## src/rtl/xfer_sched_pkg.sv

```systemverilog
package xfer_sched_pkg;

  typedef enum logic [1:0] {
    SCH_IDLE   = 2'd0,
    SCH_ISS_WR = 2'd1,
    SCH_ISS_RD = 2'd2,
    SCH_WAIT   = 2'd3
  } sch_state_e;

endpackage

```

## src/rtl/xfer_sched_cmp.sv

```systemverilog
// Threshold comparators: turn FIFO word counts into transfer-need flags.
module xfer_sched_cmp #(
  parameter int ING_W      = 11,
  parameter int EGR_W      = 11,
  parameter int EGR_DEPTH  = 1024,
  parameter int WR_LEVEL   = 512,
  parameter int RD_LEVEL   = 384,
  parameter int LINE_WORDS = 640
) (
  input  logic [ING_W-1:0] in_level,
  input  logic [EGR_W-1:0] out_level,
  output logic             need_wr,
  output logic             need_rd
);

  localparam logic [ING_W-1:0] WR_LIM  = ING_W'(WR_LEVEL);
  localparam logic [EGR_W-1:0] RD_LIM  = EGR_W'(RD_LEVEL);
  localparam logic [EGR_W:0]   DEPTH_X = (EGR_W+1)'(EGR_DEPTH);
  localparam logic [EGR_W:0]   LINE_X  = (EGR_W+1)'(LINE_WORDS);

  logic [EGR_W:0] egr_free;

  always_comb begin
    egr_free = DEPTH_X - {1'b0, out_level};
    need_wr  = (in_level >= WR_LIM);
    need_rd  = (out_level <= RD_LIM) && (egr_free >= LINE_X);
  end

endmodule

```

## src/rtl/xfer_sched_fsm.sv

```systemverilog
// Four-state request sequencer with registered one-clock pulses.
module xfer_sched_fsm
  import xfer_sched_pkg::*;
(
  input  logic clk,
  input  logic rst,
  input  logic mem_ready,
  input  logic need_wr,
  input  logic need_rd,
  output logic wr_burst,
  output logic rd_burst
);

  sch_state_e state_q, state_d;
  logic       low_seen_q, low_seen_d;

  always_comb begin
    state_d    = state_q;
    low_seen_d = low_seen_q;
    unique case (state_q)
      SCH_IDLE: begin
        low_seen_d = 1'b0;
        if (mem_ready && need_wr)      state_d = SCH_ISS_WR;
        else if (mem_ready && need_rd) state_d = SCH_ISS_RD;
      end
      SCH_ISS_WR, SCH_ISS_RD: begin
        low_seen_d = 1'b0;
        state_d    = SCH_WAIT;
      end
      SCH_WAIT: begin
        if (!mem_ready)      low_seen_d = 1'b1;
        else if (low_seen_q) state_d    = SCH_IDLE;
      end
      default: state_d = SCH_IDLE;
    endcase
  end

  always_ff @(posedge clk) begin
    if (rst) begin
      state_q    <= SCH_IDLE;
      low_seen_q <= 1'b0;
      wr_burst   <= 1'b0;
      rd_burst   <= 1'b0;
    end else begin
      state_q    <= state_d;
      low_seen_q <= low_seen_d;
      wr_burst   <= (state_d == SCH_ISS_WR);
      rd_burst   <= (state_d == SCH_ISS_RD);
    end
  end

endmodule

```

## src/rtl/xfer_sched.sv

```systemverilog
module xfer_sched #(
  parameter int ING_DEPTH  = 1024,
  parameter int EGR_DEPTH  = 1024,
  parameter int WR_LEVEL   = 512,
  parameter int RD_LEVEL   = 384,
  parameter int LINE_WORDS = 640,
  localparam int ING_W     = $clog2(ING_DEPTH) + 1,
  localparam int EGR_W     = $clog2(EGR_DEPTH) + 1
) (
  input  logic             clk,
  input  logic             rst,
  input  logic             mem_ready,
  input  logic [ING_W-1:0] in_level,
  input  logic [EGR_W-1:0] out_level,
  output logic             wr_burst,
  output logic             rd_burst
);

  logic need_wr, need_rd;

  xfer_sched_cmp #(
    .ING_W(ING_W), .EGR_W(EGR_W), .EGR_DEPTH(EGR_DEPTH),
    .WR_LEVEL(WR_LEVEL), .RD_LEVEL(RD_LEVEL), .LINE_WORDS(LINE_WORDS)
  ) u_cmp (
    .in_level(in_level), .out_level(out_level),
    .need_wr(need_wr), .need_rd(need_rd)
  );

  xfer_sched_fsm u_fsm (
    .clk(clk), .rst(rst), .mem_ready(mem_ready),
    .need_wr(need_wr), .need_rd(need_rd),
    .wr_burst(wr_burst), .rd_burst(rd_burst)
  );

endmodule

```

## config.mk

```make
export PLATFORM = sky130hd
export DESIGN_NAME = xfer_sched
export DESIGN_NICKNAME = d
export VERILOG_FILES = /design/src/rtl/xfer_sched_pkg.sv /design/src/rtl/xfer_sched_cmp.sv /design/src/rtl/xfer_sched_fsm.sv /design/src/rtl/xfer_sched.sv
export SDC_FILE = /design/constraint.sdc
export NUM_CORES = 1
export LEC_CHECK = 0
export ABC_AREA = 1
export BUFFER_PORTS_ARGS = -buffer_cell sky130_fd_sc_hd__clkbuf_2
export CORE_AREA = 2 2 39 41
export DETAILED_ROUTE_END_ITERATION = 7
export DIE_AREA = 0 0 41 43
export SLEW_MARGIN = 30
export SYNTH_ARGS = -nofsm -noshare
export SYNTH_HDL_FRONTEND = slang
export SYNTH_SLANG_ARGS = --single-unit
export TNS_END_PERCENT = 30
```

## constraint.sdc

```tcl
create_clock -name clk -period 2.61 [get_ports clk]
set_clock_uncertainty 0.1 [all_clocks]
set_input_delay 0.261 -clock clk [delete_from_list [all_inputs] [get_ports clk]]
set_output_delay 0.261 -clock clk [all_outputs]
set_load 0.005 [all_outputs]
```

==> metrics.txt <==
register area=100 um2; HP Start=rst; vias in the first global route=302; Startpoint Class=flop; Layout Nets=99; First-pass DRT Iterations=2; Ports=27; initial antenna violation count=0; Slew headroom=0.894; CTS tree=done; Setup TNS=0 ns; RSZ-0062 raised after global routing=no; DRT iter0 DRCs=1; crit-path max cell delay=0.37 ns; synth unique cells=11; Die Ht=43 um; post-DP HPWL=545 um; post-cts hold buffer count=0; combinational share of power=0.438; status=complete, no violations; CP max FO=4; most frequent cells in the layout=clkbuf_2, nand2_1, inv_1, nor2_1, dfxtp_1; average routed wire per standard cell=6.74 um; Hold Crit Depth=2; final hold vios=0; CP endpoint kind=flop; Post-Syn Area per Cell=6.13 um2; met2 Resource Use GR=0.138; Core ar.=1380 um2; DRT antenna net count=0; Mapped Cells=50; Cell Rows=14; pre-CTS setup slack=1.29 ns; Overall Power=360 uW; YS warnings=0; H-tree Lvls=1; vias=353; Final Slew Violations=0; Initial Utilization=0.222; Reg2Reg Depth=9; Reg power frac=0.318; synthesized area=307 um2; Multi-input gate area=161 um2; count of final setup violators=0; Leak=0.274 nW; TritonCTS Buffers=3; GRT overflow=0; Crit-path slowest cell=dfxtp_1; CTS max path bufs=2; Setup Buffers After CTS=0; most frequent CP cell=inv_1; largest net degree at the start of global routing=5; Fmax=769 MHz; Syn Nets=77; Worst Slack Setup Final=1.31 ns; max cap viols=0; Reg clk slew, reported paths=0.04 ns; final wirelength=586 um; fin crit share=0.498; met1 layer usage reported by global route=0.0677; drt drc=0; min-delay worst type=in2reg; Fillers=167; cts repair resizes=0; synthesis-to-finish area growth=42.9%; first-pass GRT wire length=917 um; Diodes inserted=0; worst-path cell chain=inv_1, ha_1, inv_1, nand2_1, nor2_1, inv_1, nand2_1, inv_1, nor2_2; Reg-to-Reg Start=u_fsm.state_q[0]; Port Buffers=17; crit path from=u_fsm.state_q[0]; Post-Layout Cell Count=87; Seq/Total Area, Yosys=0.327; Total GRT Usage=0.0804; share of layout cells above drive strength 1=0.338; synthesized flop and latch total=5; commonest non-fill, non-tap cell in the layout=clkbuf_2; proportion of power drawn by the clock network=0.244; Req. time, crit path=2.69 ns; die width=41 um; met3 Usage GRT=0.0157; Switching Share=0.378; WP data arrival=1.38 ns; DP Cell Count=83; RD Place Congestion=0.657; Clock Latency Late Sink=0.24 ns; VDD IR max=0.212 mV; Final Critical Period=1.30 ns; critical path class=reg2reg; clock sink count=5; Sw Pwr=136 uW; Internal=224 uW; drt via density=4.06; Worst-Margin Slew=0.157 ns; Die Area=1760 um2; Clock Tree Root=clkbuf_4; P per Cell Area=822 nW/um2; global route hottest layer=met2
[power groups by stage]
stage          Sequential [mW]  Combinational, mW  Clock (mW)
2_1_floorplan            0.115              0.121           0
4_1_cts                  0.115              0.163      0.0924
5_1_grt                  0.120              0.190      0.0932
3_5_place_dp             0.116              0.162           0
3_3_place_gp             0.116              0.157           0
6_report                 0.114              0.158      0.0879
[area by class of cell]
class / instances / share of cell area
well taps: 16 / 0.0457
multi-input cells: 33 / 0.369
clock buffers: 4 / 0.0600
inverters: 12 / 0.103
repair buffers: 17 / 0.194
flip-flops and latches: 5 / 0.229
[critical path, delay by kind of cell, from the launching register on]
kind | cells | cell delay, ns
flip-flops | 1 | 0.37
adder cells (fa/ha/maj) | 1 | 0.28
AND/OR/NAND/NOR | 4 | 0.28
buffers and inverters | 4 | 0.22
[synth_stat cells]
cell type | n | area [um2]
o21ai_0 | 1 | 5.00
o21ai_1 | 1 | 5.00
nor3_2 | 1 | 10.0
nor2_2 | 1 | 6.26
inv_1 | 12 | 45.0
nand3_1 | 3 | 15.0
dfxtp_1 | 5 | 100
nand2_2 | 2 | 12.5
ha_1 | 2 | 25.0
nand2_1 | 13 | 48.8
nor2_1 | 9 | 33.8
[per-stage QoR]
stage / cell area, um2 / util / hold slack, ns
2_1_floorplan: 307 / - / 0.233
3_3_place_gp: 412 / 0.297 / 0.342
3_5_place_dp: 412 / 0.297 / 0.342
4_1_cts: 438 / 0.316 / 0.0864
5_1_grt: 438 / 0.316 / 0.100
6_report: 438 / 0.316 / 0.0921
[final timing paths]
kind	endpoint	slack (ns)
worst min-delay path	u_fsm.low_seen_q	0.09
worst min register to register	u_fsm.low_seen_q	0.42
worst max register to register	u_fsm.rd_burst	1.31
worst max-delay path	u_fsm.rd_burst	1.31
[registers in the layout, indices dropped and copies added, names as in the netlist]
register,count
u_fsm.low_seen_q,1
u_fsm.rd_burst,1
u_fsm.state_q,2
u_fsm.wr_burst,1
[logic make-up after synthesis]
kind of cell,synth area share
simple gates,0.412
buf+inv,0.147
compound gates,0.0326
fa+ha+maj,0.0816
flops,0.327
[layer usage]
metal  vias up  routed length, um
met4         0                 18
met5         -                  0
met3         2                 81
met2        17                276
li1        186                  -
met1       148                210
Power figures use the tool's default switching activity.
